[config.mk]
export PLATFORM = sky130hd
export DESIGN_NAME = interval_wdt_timer
export DESIGN_NICKNAME = d
export VERILOG_FILES = /design/src/rtl/tmr_pkg.sv /design/src/rtl/tmr_stage.sv /design/src/rtl/tmr_ctrl.sv /design/src/rtl/interval_wdt_timer.sv
export SDC_FILE = /design/constraint.sdc
export NUM_CORES = 1
export LEC_CHECK = 0
export CORE_UTILIZATION = 49
export CTS_CLUSTER_DIAMETER = 120
export DETAILED_ROUTE_END_ITERATION = 10
export DONT_BUFFER_PORTS = 1
export GPL_TIMING_DRIVEN = 0
export PLACE_DENSITY = 0.73
export SLEW_MARGIN = 0
export SYNTH_ARGS = -nofsm -noshare
export SYNTH_HDL_FRONTEND = slang
export SYNTH_SLANG_ARGS = --single-unit
[constraint.sdc]
create_clock -name clk -period 3.2 [get_ports clk]
set_clock_uncertainty 0.05 [all_clocks]
set_input_delay 0.8 -clock clk [delete_from_list [all_inputs] [get_ports clk]]
set_output_delay 0.8 -clock clk [all_outputs]
set_load 0.005 [all_outputs]
[src/rtl/tmr_pkg.sv]
package tmr_pkg;
    localparam int DATA_W = 32;
    localparam int PRE_W  = 16;
    localparam int PER_W  = 16;
    localparam int CNT_W  = PRE_W + PER_W;
    localparam int FLAG_W = 4;
    localparam int NBYTES = DATA_W / 8;

    localparam logic [7:0] KICK_KEY = 8'hA5;

    localparam int BIT_IRQ  = 8;
    localparam int BIT_CONT = 10;
    localparam int BIT_RUN  = 12;
    localparam int BIT_WDT  = 15;

    typedef enum logic [1:0] {
        REG_MODE  = 2'd0,
        REG_COUNT = 2'd1,
        REG_STAT  = 2'd2,
        REG_NONE  = 2'd3
    } reg_sel_e;

    typedef struct packed {
        logic wdt;
        logic run;
        logic cont;
        logic irq;
    } mode_t;
endpackage

[src/rtl/tmr_stage.sv]
module tmr_stage #(
    parameter int W = 16
) (
    input  logic         clk,
    input  logic         rst_n,
    input  logic         run,
    input  logic         restart,
    input  logic [W-1:0] limit,
    output logic         wrap_o
);
    localparam logic [W-1:0] ONE = W'(1);

    typedef struct packed {
        logic [W-1:0] cnt;
    } st_t;

    st_t  st_d, st_q;
    logic at_end;

    always_comb begin
        st_d   = st_q;
        // limit 0 wraps to all ones: a full 2^W count
        at_end = (st_q.cnt == (limit - ONE));
        wrap_o = run && !restart && at_end;
        if (restart) begin
            st_d.cnt = '0;
        end else if (run) begin
            st_d.cnt = at_end ? '0 : (st_q.cnt + ONE);
        end
    end

    always_ff @(posedge clk or negedge rst_n) begin
        if (!rst_n) st_q <= '0;
        else        st_q <= st_d;
    end

    AST_STAGE_WRAP: assert property (@(posedge clk) disable iff (!rst_n)
        wrap_o |=> (st_q.cnt == '0)) else $error("stage wrap");
    AST_STAGE_RESTART: assert property (@(posedge clk) disable iff (!rst_n)
        restart |=> (st_q.cnt == '0)) else $error("stage restart");
endmodule

[src/rtl/tmr_ctrl.sv]
module tmr_ctrl
    import tmr_pkg::*;
(
    input  logic              clk,
    input  logic              rst_n,
    input  logic              bus_wr,
    input  logic [1:0]        bus_addr,
    input  logic [DATA_W-1:0] bus_wdata,
    input  logic [NBYTES-1:0] bus_wstrb,
    input  logic              expire,
    output logic [DATA_W-1:0] bus_rdata,
    output logic              restart,
    output logic              run,
    output logic [PRE_W-1:0]  act_pre,
    output logic [PER_W-1:0]  act_per,
    output logic              event_o,
    output logic              wdt_rst_o
);
    typedef struct packed {
        mode_t             mode;
        logic [CNT_W-1:0]  count;
        logic [PRE_W-1:0]  act_pre;
        logic [PER_W-1:0]  act_per;
        logic [FLAG_W-1:0] flags;
        logic              wdt_rst;
    } st_t;

    st_t              st_d, st_q;
    reg_sel_e         sel;
    logic             locked, wr_mode, mode_byte, kick;
    mode_t            nm;
    logic [CNT_W-1:0] cnt_new;

    always_comb begin
        st_d    = st_q;
        restart = 1'b0;
        sel     = reg_sel_e'(bus_addr);
        locked  = st_q.mode.wdt && st_q.mode.run;
        wr_mode = bus_wr && (sel == REG_MODE);

        // byte-merged count word
        cnt_new = st_q.count;
        for (int b = 0; b < NBYTES; b++) begin
            if (bus_wstrb[b]) cnt_new[8*b +: 8] = bus_wdata[8*b +: 8];
        end
        if (bus_wr && sel == REG_COUNT) begin
            st_d.count = cnt_new;
            if (!st_q.mode.run) begin
                st_d.act_pre = cnt_new[CNT_W-1:PER_W];
                st_d.act_per = cnt_new[PER_W-1:0];
            end
        end

        // mode word: control bits live in byte 1
        mode_byte = wr_mode && bus_wstrb[1];
        nm.wdt    = bus_wdata[BIT_WDT];
        nm.run    = bus_wdata[BIT_RUN];
        nm.cont   = bus_wdata[BIT_CONT];
        nm.irq    = bus_wdata[BIT_IRQ] && !bus_wdata[BIT_WDT];
        if (mode_byte && (!locked || (!nm.wdt && !nm.run))) begin
            st_d.mode = nm;
            if (nm.run && !st_q.mode.run) begin
                restart      = 1'b1;
                st_d.act_pre = st_d.count[CNT_W-1:PER_W];
                st_d.act_per = st_d.count[PER_W-1:0];
            end
        end

        // keep-alive key in the top byte
        kick = wr_mode && bus_wstrb[NBYTES-1] && locked &&
               (bus_wdata[DATA_W-1 -: 8] == KICK_KEY);
        if (kick) begin
            restart      = 1'b1;
            st_d.act_pre = st_d.count[CNT_W-1:PER_W];
            st_d.act_per = st_d.count[PER_W-1:0];
        end

        // status: write one to clear
        if (bus_wr && sel == REG_STAT && bus_wstrb[0]) begin
            st_d.flags = st_q.flags & ~bus_wdata[FLAG_W-1:0];
        end

        // expiry handling wins over same-cycle writes
        st_d.wdt_rst = 1'b0;
        if (expire) begin
            st_d.flags[0] = 1'b1;
            if (st_q.mode.wdt) begin
                st_d.wdt_rst  = 1'b1;
                st_d.mode.run = 1'b0;
            end else if (!st_q.mode.cont) begin
                st_d.mode.run = 1'b0;
            end else begin
                st_d.act_pre = st_d.count[CNT_W-1:PER_W];
                st_d.act_per = st_d.count[PER_W-1:0];
            end
        end
    end

    always_ff @(posedge clk or negedge rst_n) begin
        if (!rst_n) st_q <= '0;
        else        st_q <= st_d;
    end

    always_comb begin
        bus_rdata = '0;
        case (sel)
            REG_MODE: begin
                bus_rdata[BIT_WDT]  = st_q.mode.wdt;
                bus_rdata[BIT_RUN]  = st_q.mode.run;
                bus_rdata[BIT_CONT] = st_q.mode.cont;
                bus_rdata[BIT_IRQ]  = st_q.mode.irq;
            end
            REG_COUNT: bus_rdata = st_q.count;
            REG_STAT:  bus_rdata[FLAG_W-1:0] = st_q.flags;
            default:   bus_rdata = '0;
        endcase
    end

    assign run       = st_q.mode.run;
    assign act_pre   = st_q.act_pre;
    assign act_per   = st_q.act_per;
    assign event_o   = (|st_q.flags) && st_q.mode.irq;
    assign wdt_rst_o = st_q.wdt_rst;

    AST_FLAG_ON_EXPIRY: assert property (@(posedge clk) disable iff (!rst_n)
        expire |=> st_q.flags[0]) else $error("flag not set");
    AST_ONESHOT_STOP: assert property (@(posedge clk) disable iff (!rst_n)
        (expire && !st_q.mode.cont) |=> !st_q.mode.run) else $error("one-shot kept running");
    AST_WDT_EXPIRY: assert property (@(posedge clk) disable iff (!rst_n)
        (expire && st_q.mode.wdt) |=> (st_q.wdt_rst && !st_q.mode.run)) else $error("watchdog expiry");
    AST_RST_ONE_CYCLE: assert property (@(posedge clk) disable iff (!rst_n)
        st_q.wdt_rst |=> !st_q.wdt_rst) else $error("reset pulse too long");
    AST_LOCK_HOLD: assert property (@(posedge clk) disable iff (!rst_n)
        (locked && mode_byte && (nm.wdt || nm.run)) |=> st_q.mode.wdt) else $error("lock broken");
endmodule

[src/rtl/interval_wdt_timer.sv]
module interval_wdt_timer
    import tmr_pkg::*;
(
    input  logic              clk,
    input  logic              rst_n,
    input  logic              bus_wr,
    input  logic [1:0]        bus_addr,
    input  logic [DATA_W-1:0] bus_wdata,
    input  logic [NBYTES-1:0] bus_wstrb,
    output logic [DATA_W-1:0] bus_rdata,
    output logic              tmr_event,
    output logic              wdt_reset
);
    logic             restart, run, tick, expire;
    logic [PRE_W-1:0] act_pre;
    logic [PER_W-1:0] act_per;

    tmr_ctrl u_ctrl (
        .clk       (clk),
        .rst_n     (rst_n),
        .bus_wr    (bus_wr),
        .bus_addr  (bus_addr),
        .bus_wdata (bus_wdata),
        .bus_wstrb (bus_wstrb),
        .expire    (expire),
        .bus_rdata (bus_rdata),
        .restart   (restart),
        .run       (run),
        .act_pre   (act_pre),
        .act_per   (act_per),
        .event_o   (tmr_event),
        .wdt_rst_o (wdt_reset)
    );

    tmr_stage #(.W(PRE_W)) u_prescale (
        .clk     (clk),
        .rst_n   (rst_n),
        .run     (run),
        .restart (restart),
        .limit   (act_pre),
        .wrap_o  (tick)
    );

    tmr_stage #(.W(PER_W)) u_period (
        .clk     (clk),
        .rst_n   (rst_n),
        .run     (tick),
        .restart (restart),
        .limit   (act_per),
        .wrap_o  (expire)
    );
endmodule

==> results.py <==
metrics = {
    "outcome": {
        "status": "finished, violations left",
        "violations": "setup timing",
    },
    "synthesis": {
        "syn_area_mm2": 0.006839,
        "ys_seq_area_frac": 0.3842,
        "syn_nets": 761,
        "synth_cells": 713,
        "synth.top_cells.by_count": "dfrtp_1, nand2_1, o21ai_0",
        "synth-edff-count": 0,
        "avgSynthCellArea_um2": 9.592,
        "yosysTopAreaCell": "dfrtp_1",
        "yosysWarnings": 0,
        "synth_most_common_cell": "dfrtp_1",
        "ys.flop_type": "dfrtp_1",
        "async_flop_share": 1.000,
        "ys_top_cells_by_area": "dfrtp_1, mux2_4, mux2_2",
        "synth_top_area_frac": 0.3842,
        "synth-seq-cells": 105,
        "synth_cell_types": 65,
    },
    "floorplanning": {
        "core-area_mm2": 0.01345,
        "die-area_mm2": 0.01443,
        "rows": 42,
        "ios": 75,
        "die_h_um": 120.1,
        "die_x_um": 120.1,
        "initial_utilization": 0.5084,
    },
    "cts": {
        "holdBufCountCts": 0,
        "cts_htree_levels": 3,
        "cts_buffer_depth": 2,
        "cts_root_buffer": "clkbuf_16",
        "cts_sinks": 105,
        "clk_pin_slew_worst_paths_ps": 80,
        "insertion_delay_ps": 350,
        "cts_buffers": 9,
        "cts_tree": "built",
    },
    "grt": {
        "grt_pass1_wl_mm": 27.99,
        "grt_max_degree": 106,
        "grt.total_usage": 0.2473,
        "grt_pass1_vias": 5473,
        "antenna_found_initial": 0,
        "grt.overflow.total": 0,
    },
    "sta": {
        "hold_viol": 0,
        "rsz0062_at_grt": "true",
        "clock.fmax_mhz": 311.7,
        "worst_slew_pin_slew_ps": 904.6,
        "tns_ps": -16.48,
        "finalWorstSetupSlack_ps": -8.066,
        "post-route-period-util": 1.003,
        "slew_headroom": 0.3969,
        "setup_viol": 4,
        "slew_viol_final": 0,
        "fin_crit_ps": 3208,
    },
    "pwr": {
        "power_mw": 4.761,
        "p_int_mw": 3.065,
        "p_seq_frac": 0.395,
        "leakagePower_nw": 3.398,
        "p_sw_frac": 0.3562,
        "power.share.clock": 0.242,
        "p_sw_mw": 1.696,
        "powerDensity_mw_per_mm2": 618.4,
        "combinationalPowerShare": 0.363,
        "ir_worst_vdd_mv": 0.3409,
    },
    "worst_setup_path": {
        "path_cells": "inv_1, ha_1, or3b_4, nor2_1, xnor2_1, or4b_1, nor3_1, nand2_1, o21a_4, clkbuf_16, mux2_4",
        "r2r_start": "u_ctrl.act_per[0]",
        "startpoint_type": "register",
        "reg2regPathDepth": 11,
        "cp_max_fo": 6,
        "crit_cells": 11,
        "crit_type": "register to register",
        "crit_end": "u_ctrl.act_pre[2]",
        "worstPathArrival_ps": 3390,
        "cp_slowest_cell": "or4b_1",
        "critical-path-top-delay-family": "simple AND/OR/NAND/NOR gates",
        "end_kind": "register",
        "critPathBufInv": 2,
        "rrSetupSlack_ps": -8,
        "crit_path_start": "u_ctrl.act_per[0]",
        "slowest_delay_ps": 580,
        "regToRegEndpoint": "u_ctrl.act_pre[2]",
        "crit_required_ps": 3380,
    },
    "place": {
        "routabilityCongestion": 0.8745,
        "dp_hpwl_mm": 12.47,
        "port_buffers": 0,
        "numPlacedInstances": 889,
    },
    "finish": {
        "fin_nets": 782,
        "final_cells": 915,
        "drive_gt1_frac": 0.1922,
        "num_antenna_cells": 0,
        "syn2layout_area_growth_pct": 12.57,
    },
    "routing": {
        "ant_nets": 0,
        "routed_via_density": 6.145,
        "drcViolationCount": 0,
        "routedWlPerCell_um": 18.97,
        "via_count": 5623,
        "drt_iter0_drc": 458,
        "wl_mm": 17.36,
        "firstDrtPassIters": 6,
    },
    "flow_run": {
        "max_cap_violations": 0,
    },
    "hold_path": {
        "hold_class": "input port to async pin",
    },
}
==> registers in the layout, indices dropped and copies added (netlist names) <==
register	count
u_prescale.st_q	16
u_ctrl.run	1
u_ctrl.wdt_rst_o	1
u_period.st_q	16
u_ctrl.st_q	39
u_ctrl.act_pre	16
u_ctrl.act_per	16
==> stage by stage <==
stage | hold slack (ps) | util | setup WS (ps) | cell area [um2]
after floorplan | 423.1 | - | 35.92 | 6839
after global placement | 440.4 | 0.5247 | -409.6 | 7059
after detailed placement | 456.0 | 0.5247 | -441.2 | 7059
after CTS | 75.44 | 0.5573 | 1.829 | 7497
after global routing | 67.84 | 0.5723 | -307.4 | 7699
final | 81.94 | 0.5723 | -8.066 | 7699
==> how the worst min path moves through the flow <==
stage | to | slack (ps) | cells after the start
after floorplan | u_ctrl.st_q[69] | 420 | 2
after global placement | u_ctrl.st_q[1] | 440 | 1
after detailed placement | u_ctrl.st_q[67] | 460 | 0
after CTS | u_ctrl.act_pre[12] | 80 | 0
after global routing | u_ctrl.st_q[60] | 70 | 0
final | u_ctrl.act_pre[5] | 80 | 0
==> cells in the final DEF (no fill, tap or decap), types with 6 or more instances in the layout <==
cell,count
a21o_1,11
a21oi_1,17
a22o_1,6
a22oi_1,6
and2_1,27
and3_1,14
buf_4,12
clkbuf_1,25
clkbuf_16,10
dfrtp_1,103
ha_1,6
inv_1,13
mux2_2,33
mux2_4,30
mux2i_1,33
nand2_1,80
nand2b_1,10
nand3_1,30
nor2_1,30
nor3_1,10
nor4_1,6
o21ai_0,44
o21ai_1,9
or3_1,15
or4_4,6
xnor2_1,29
xor2_1,14
==> power by group through the flow <==
stage	sequential (mW)	combinational [mW]	clock, mW
finish	1.88	1.73	1.15
global route	1.92	1.89	1.23
CTS	1.86	1.61	1.17
detailed placement	1.88	1.51	0
global placement	1.86	1.46	0
floorplan	1.78	1.26	0
==> per-layer routing <==
metal / GRT usage / wire [um]
met5: 0 / 0
met4: 0.07266 / 276
met2: 0.3854 / 8085
met1: 0.3495 / 8106
met3: 0.04468 / 892
==> final cells by class <==
type	count	area, um2
Buffer	35	211.5
Clock buffer	11	242.7
Clock inverter	5	61.31
Fill cell	1165	5754
Inverter	15	58.81
Multi-Input combinational cell	556	4167
Sequential cell	105	2630
Tap cell	176	220.2
Timing Repair Buffer	12	107.6
==> repair_timing <==
| action | 4_1_cts | 5_1_grt |
|---|---|---|
| gates resized for setup | 23 | 32 |
| gates cloned | 0 | 1 |
| setup buffers | 5 | 6 |
| endpoints found under the setup margin | 67 | 65 |
| pin swaps | 6 | 3 |
==> cell families (layout without fill, tap and decap cells) <==
family | Yosys count | after routing | synth area share
xor+xnor | 44 | 44 | 0.05836
mux | 99 | 99 | 0.1733
compound gates | 130 | 130 | 0.1207
flops | 105 | 105 | 0.3842
fa+ha+maj | 7 | 7 | 0.01281
simple gates | 276 | 276 | 0.2159
buf+inv | 52 | 78 | 0.03476
(Power assumes the default switching activity.)
